File: src/rtl/dual_frame_rx_pkg.sv
package dual_frame_rx_pkg;
  typedef enum logic {
    MODE_DSP = 1'b0,
    MODE_MCU = 1'b1
  } frame_mode_e;

  // bit positions of the synchronized serial lines
  localparam int unsigned LINE_DIN  = 0;
  localparam int unsigned LINE_SCLK = 1;
  localparam int unsigned LINE_FS   = 2;
  localparam int unsigned LINE_NUM  = 3;
endpackage

File: src/rtl/frx_sync.sv
module frx_sync #(
  parameter int unsigned WIDTH  = 3,
  parameter int unsigned STAGES = 2,
  parameter logic [WIDTH-1:0] IDLE = '0
) (
  input  logic             clk_i,
  input  logic             rst_ni,
  input  logic [WIDTH-1:0] async_i,
  output logic [WIDTH-1:0] lvl_o,
  output logic [WIDTH-1:0] rise_o,
  output logic [WIDTH-1:0] fall_o
);
  for (genvar g = 0; g < WIDTH; g++) begin : g_line
    logic [STAGES-1:0] pipe_q;
    logic              prev_q;

    always_ff @(posedge clk_i or negedge rst_ni) begin
      if (!rst_ni) begin
        pipe_q <= {STAGES{IDLE[g]}};
        prev_q <= IDLE[g];
      end else begin
        pipe_q <= {pipe_q[STAGES-2:0], async_i[g]};
        prev_q <= pipe_q[STAGES-1];
      end
    end

    assign lvl_o[g]  = pipe_q[STAGES-1];
    assign rise_o[g] = pipe_q[STAGES-1] & ~prev_q;
    assign fall_o[g] = ~pipe_q[STAGES-1] & prev_q;
  end
endmodule

File: src/rtl/frx_framer.sv
module frx_framer
  import dual_frame_rx_pkg::*;
#(
  parameter int unsigned WORD_W = 16
) (
  input  logic              clk_i,
  input  logic              rst_ni,
  input  frame_mode_e       mode_i,
  input  logic              sclk_fall_i,
  input  logic              fs_fall_i,
  input  logic              fs_rise_i,
  input  logic              fs_lvl_i,
  input  logic              din_lvl_i,
  output logic [WORD_W-1:0] word_o,
  output logic              valid_o,
  output logic              abort_o
);
  localparam int unsigned CNT_W = $clog2(WORD_W + 1);
  localparam logic [CNT_W-1:0] CNT_FULL = CNT_W'(WORD_W);
  localparam logic [CNT_W-1:0] CNT_LAST = CNT_W'(WORD_W - 1);

  logic              active_q, active_d;
  logic              primed_q, primed_d;
  logic [CNT_W-1:0]  cnt_q, cnt_d;
  logic [WORD_W-1:0] sr_q, sr_d;
  logic [WORD_W-1:0] word_q, word_d;
  logic              valid_q, valid_d;
  logic              abort_q, abort_d;
  logic              full;
  logic [WORD_W-1:0] sr_shift;

  assign full     = (cnt_q == CNT_FULL);
  assign sr_shift = {sr_q[WORD_W-2:0], din_lvl_i};

  always_comb begin
    active_d = active_q;
    primed_d = primed_q;
    cnt_d    = cnt_q;
    sr_d     = sr_q;
    word_d   = word_q;
    valid_d  = 1'b0;
    abort_d  = 1'b0;
    if (fs_fall_i) begin
      // processor framing accepts a start only after a priming edge
      active_d = (mode_i == MODE_MCU) || primed_q;
      primed_d = 1'b0;
      cnt_d    = '0;
    end else begin
      if (sclk_fall_i && fs_lvl_i) primed_d = 1'b1;
      if (sclk_fall_i && active_q && !full) begin
        sr_d  = sr_shift;
        cnt_d = cnt_q + 1'b1;
        if (cnt_q == CNT_LAST && mode_i == MODE_DSP) begin
          active_d = 1'b0;
          valid_d  = 1'b1;
          word_d   = sr_shift;
        end
      end
      if (fs_rise_i && active_q && mode_i == MODE_MCU) begin
        active_d = 1'b0;
        if (full) begin
          valid_d = 1'b1;
          word_d  = sr_q;
        end else begin
          abort_d = 1'b1;
        end
      end
    end
  end

  always_ff @(posedge clk_i or negedge rst_ni) begin
    if (!rst_ni) begin
      active_q <= 1'b0;
      primed_q <= 1'b0;
      cnt_q    <= '0;
      sr_q     <= '0;
      word_q   <= '0;
      valid_q  <= 1'b0;
      abort_q  <= 1'b0;
    end else begin
      active_q <= active_d;
      primed_q <= primed_d;
      cnt_q    <= cnt_d;
      sr_q     <= sr_d;
      word_q   <= word_d;
      valid_q  <= valid_d;
      abort_q  <= abort_d;
    end
  end

  assign word_o  = word_q;
  assign valid_o = valid_q;
  assign abort_o = abort_q;
endmodule

File: src/rtl/frx_chain.sv
module frx_chain #(
  parameter int unsigned DEPTH = 16
) (
  input  logic clk_i,
  input  logic rst_ni,
  input  logic shift_i,
  input  logic bit_i,
  input  logic en_i,
  output logic dout_o
);
  logic [DEPTH-1:0] line_q;

  always_ff @(posedge clk_i or negedge rst_ni) begin
    if (!rst_ni)      line_q <= '0;
    else if (shift_i) line_q <= {line_q[DEPTH-2:0], bit_i};
  end

  assign dout_o = en_i & line_q[DEPTH-1];
endmodule

File: src/rtl/dual_frame_rx.sv
module dual_frame_rx
  import dual_frame_rx_pkg::*;
#(
  parameter int unsigned WORD_W      = 16,
  parameter int unsigned CHAIN_DEPTH = 16,
  parameter int unsigned SYNC_STAGES = 2
) (
  input  logic              clk_i,
  input  logic              rst_ni,
  input  logic              mode_i,
  input  logic              chain_en_i,
  input  logic              sclk_i,
  input  logic              fs_i,
  input  logic              din_i,
  output logic [WORD_W-1:0] word_o,
  output logic              word_valid_o,
  output logic              abort_o,
  output logic              dout_o
);
  localparam logic [LINE_NUM-1:0] LINE_IDLE = LINE_NUM'((1 << LINE_SCLK) | (1 << LINE_FS));

  logic [LINE_NUM-1:0] raw, lvl, rise, fall;
  logic                sclk_fall, fs_fall, fs_rise, fs_lvl, din_lvl;
  frame_mode_e         mode;

  assign raw[LINE_DIN]  = din_i;
  assign raw[LINE_SCLK] = sclk_i;
  assign raw[LINE_FS]   = fs_i;

  frx_sync #(
    .WIDTH (LINE_NUM),
    .STAGES(SYNC_STAGES),
    .IDLE  (LINE_IDLE)
  ) u_sync (
    .clk_i  (clk_i),
    .rst_ni (rst_ni),
    .async_i(raw),
    .lvl_o  (lvl),
    .rise_o (rise),
    .fall_o (fall)
  );

  assign sclk_fall = fall[LINE_SCLK];
  assign fs_fall   = fall[LINE_FS];
  assign fs_rise   = rise[LINE_FS];
  assign fs_lvl    = lvl[LINE_FS];
  assign din_lvl   = lvl[LINE_DIN];
  assign mode      = frame_mode_e'(mode_i);

  frx_framer #(.WORD_W(WORD_W)) u_framer (
    .clk_i      (clk_i),
    .rst_ni     (rst_ni),
    .mode_i     (mode),
    .sclk_fall_i(sclk_fall),
    .fs_fall_i  (fs_fall),
    .fs_rise_i  (fs_rise),
    .fs_lvl_i   (fs_lvl),
    .din_lvl_i  (din_lvl),
    .word_o     (word_o),
    .valid_o    (word_valid_o),
    .abort_o    (abort_o)
  );

  frx_chain #(.DEPTH(CHAIN_DEPTH)) u_chain (
    .clk_i  (clk_i),
    .rst_ni (rst_ni),
    .shift_i(sclk_fall),
    .bit_i  (din_lvl),
    .en_i   (chain_en_i),
    .dout_o (dout_o)
  );
endmodule

File: config.mk
export PLATFORM = sky130hd
export DESIGN_NAME = dual_frame_rx
export DESIGN_NICKNAME = d
export VERILOG_FILES = /design/src/rtl/dual_frame_rx_pkg.sv /design/src/rtl/frx_sync.sv /design/src/rtl/frx_framer.sv /design/src/rtl/frx_chain.sv /design/src/rtl/dual_frame_rx.sv
export SDC_FILE = /design/constraint.sdc
export NUM_CORES = 1
export LEC_CHECK = 0
export ABC_AREA = 1
export BUFFER_PORTS_ARGS = -buffer_cell sky130_fd_sc_hd__buf_2
export CAP_MARGIN = 10
export CORE_ASPECT_RATIO = 0.75
export CORE_MARGIN = 8
export CORE_UTILIZATION = 53
export DETAILED_ROUTE_END_ITERATION = 8
export PLACE_DENSITY_LB_ADDON = 0.08
export SYNTH_ARGS = -nofsm -noshare
export SYNTH_HDL_FRONTEND = slang
export SYNTH_SLANG_ARGS = --single-unit
File: constraint.sdc
create_clock -name clk_i -period 1.7 [get_ports clk_i]
set_input_delay 0.085 -clock clk_i [delete_from_list [all_inputs] [get_ports clk_i]]
set_output_delay 0.085 -clock clk_i [all_outputs]
set_load 0.05 [all_outputs]
==> metrics.txt <==
antenna-violating nets left 0; drt pass-1 iters 5; f_max 0.5884 GHz; Top Layer Used met4; total gr overflow 0; HPWL Detailed roughly 3600 um; setup_tns 0 ns; CP Data Required Time 1.94 ns; vias in the first global route 2,210; Synth Cell Area 2940 sq um; DR iter-0 viols 119; Tot Pwr 3.439 mW; clock latency on the worst-skew pair 0.35 ns; crit path cell chain ha_2, inv_2, nor3_4, ha_2, inv_2, nor2_4, nand3_4, nand2_8, buf_12, nand2_8, nand2_2, o21ai_2; fin worst setup slack roughly 0.00041 ns; status complete, no violations; largest net degree at the start of global routing 66; maxcap violations 0; PwrDens 922.6 nW/um^2; die area 8212 sq um; Reg clk slew, reported paths 0.07 ns; Slew Limit Fails 0; CTS HTree Levels 3; FP Rows 23; crit path buf inv count 3; WL per Instance about 12 um; port bufs 25; Total Routing Usage GR 15.73%; Layout Nets 416; Yosys warning total 0; total CTS buffers 9; clock sink total 65; Seq/Total Area, Yosys 55.57%; Fin. Hold Viols 0; number of top-level pins 26; Net Count, Synth 367; pre-CTS WS -0.03570 ns; number of synthesized register bits 65; crit path launch type flip-flop; largest cells by area after synthesis dfrtp_1 50%, nand2_1 17%, inv_1 8.0%, dfstp_2 5.4%, nand3_1 5.3%; most common cell in the netlist nand2_1; first-pass GRT wire length 9956 um; syn_area_per_cell 8.236 sq um; worst min-delay path category in -> reg; ys flop type dfrtp_1; static leakage 1.909 nW; Max VDD drop 0.0007073 V; routed wl met3 369 um; final setup vio count 0; met2 routed WL 2661 um; Post-synth EDFFs 0; Slew @ Worst Pin 0.4372 ns; initial antenna violation count 0; top cell type's share of synthesized area 50.21%; Period minus WS final 1.700 ns; Slew headroom 70.82%; clk buf depth 2; CP top delay family simple AND/OR/NAND/NOR gates; CP Capture Type flip-flop; CTS tree built; post-synth top area cell dfrtp_1; Placed Area 3214 sq um; hold slack 0.05923 ns; Commonest cells post-synth 130 x nand2_1, 63 x inv_1, 59 x dfrtp_1; Final Cell Area 3727 sq um; vias per cell 4.802; via count 2,334; Starting Density 54.93%; period utilisation layout roughly 100%; DRC 0; Largest stage delay, worst path roughly 0.38 ns; core area 5353 sq um; GPL Wtd Cong around 0.77; chip width 102.0 um; Area Overhead vs Synth 26.77%; asr flop ratio synth 100.0%; Netlist cell types 24; Die H 80.51 um; Max FO, Critical Path 5; CP max-delay cell dfrtp_1; worst clock skew 0.009461 ns; RSZ-0062 raised after global routing true; Clock Root Buffer clkbuf_8; ant diodes 0; final wirelength 5975 um; Mapped Cells 357; CP Class reg -> reg; critical path arrival 1.94 ns; DRT met1 WL 2859 um; layout cells sized above 1 26.76%
cell usage in the layout (no fill, tap or decap), drive strengths merged:
master       instances
nand2              139
dlygate4sd3          4
dfstp                6
a21oi                1
buf                 44
nor3                 3
o22ai                1
nor2                 9
ha                   3
dfrtp               59
inv                 65
clkbuf               9
o21ai               27
nand3               33
bufinv               1
nand3b               1
clkinv               4
clkinvlp             2
repair_timing:
| item | in CTS | in global routing |
|---|---|---|
| endpoints found under the hold margin | 62 | 0 |
| resized for setup | 12 | 30 |
| endpoints found under the setup margin | 16 | 18 |
| setup buffers | 2 | 6 |
| gates cloned | 0 | 2 |
| pin swaps | 2 | 12 |
| hold buffers | 4 | 0 |
metal layers:
layer / up-vias / global-route usage, %
li1: 1183 / -
met1: 1084 / 19.37
met2: 54 / 24.14
met3: 13 / 5.440
met4: 0 / 7.737
met5: - / 0
registers in the layout, indices dropped and copies added (netlist names):
name,count
u_chain.line_q,16
u_framer.active_q,1
u_framer.abort_o,1
u_framer.sr_q,16
u_framer.valid_o,1
u_framer.cnt_q,5
u_framer.primed_q,1
u_sync.g_line.pipe_q,6
u_framer.word_o,16
u_sync.g_line.prev_q,2
worst min-delay path: stages:
cell	delay [ns]
buf_2	0.14
o21ai_0	0.09
o21ai_0	0.06
stage by stage:
step	util, %	cells
detailed placement	60.05	456
global route	69.64	486
CTS	65.57	478
floorplan	-	357
global placement	60.05	456
finish	69.64	486
power breakdown:
part / internal, mW / switching (mW) / total, mW
Combinational: 0.137 / 0.253 / 0.390
Clock: 0.675 / 0.613 / 1.29
Sequential: 1.69 / 0.0690 / 1.76
final timing paths:
| check | from | slack [ns] | to | cells past startpoint |
|---|---|---|---|---|
| max | u_framer.cnt_q[0] | 0.0004 | u_framer.word_o[14] | 12 |
| min | mode_i | 0.06 | u_framer.active_q | 3 |
| max reg2reg | u_framer.cnt_q[0] | 0.0004 | u_framer.word_o[14] | 12 |
| min reg2reg | u_sync.g_line[0].pipe_q[0] | 0.35 | u_sync.g_line[0].pipe_q[1] | 0 |
| max in group asynchronous | rst_ni | 1.12 | u_sync.g_line[1].pipe_q[0] | 3 |
| min in group asynchronous | rst_ni | 0.28 | u_sync.g_line[0].pipe_q[0] | 3 |
final cells by class:
class	instances	area, sq um
repair buffers	48	369.1
clock buffers	9	123.9
multi-input cells	217	1189
clock inverters	7	70.07
flip-flops and latches	65	1634
well taps	75	93.84
fillers	445	1625
inverters	65	247.7
cell families (layout without fill, tap and decap cells):
group	Yosys count	in the layout	synth area share [%]
AOI/OAI and AO/OA	29	29	4.979
adders and majority gates	3	3	1.277
buffers and inverters	77	129	10.51
DFF	65	65	55.57
and+or+nand+nor	183	185	27.66
Power figures use the tool's default switching activity.
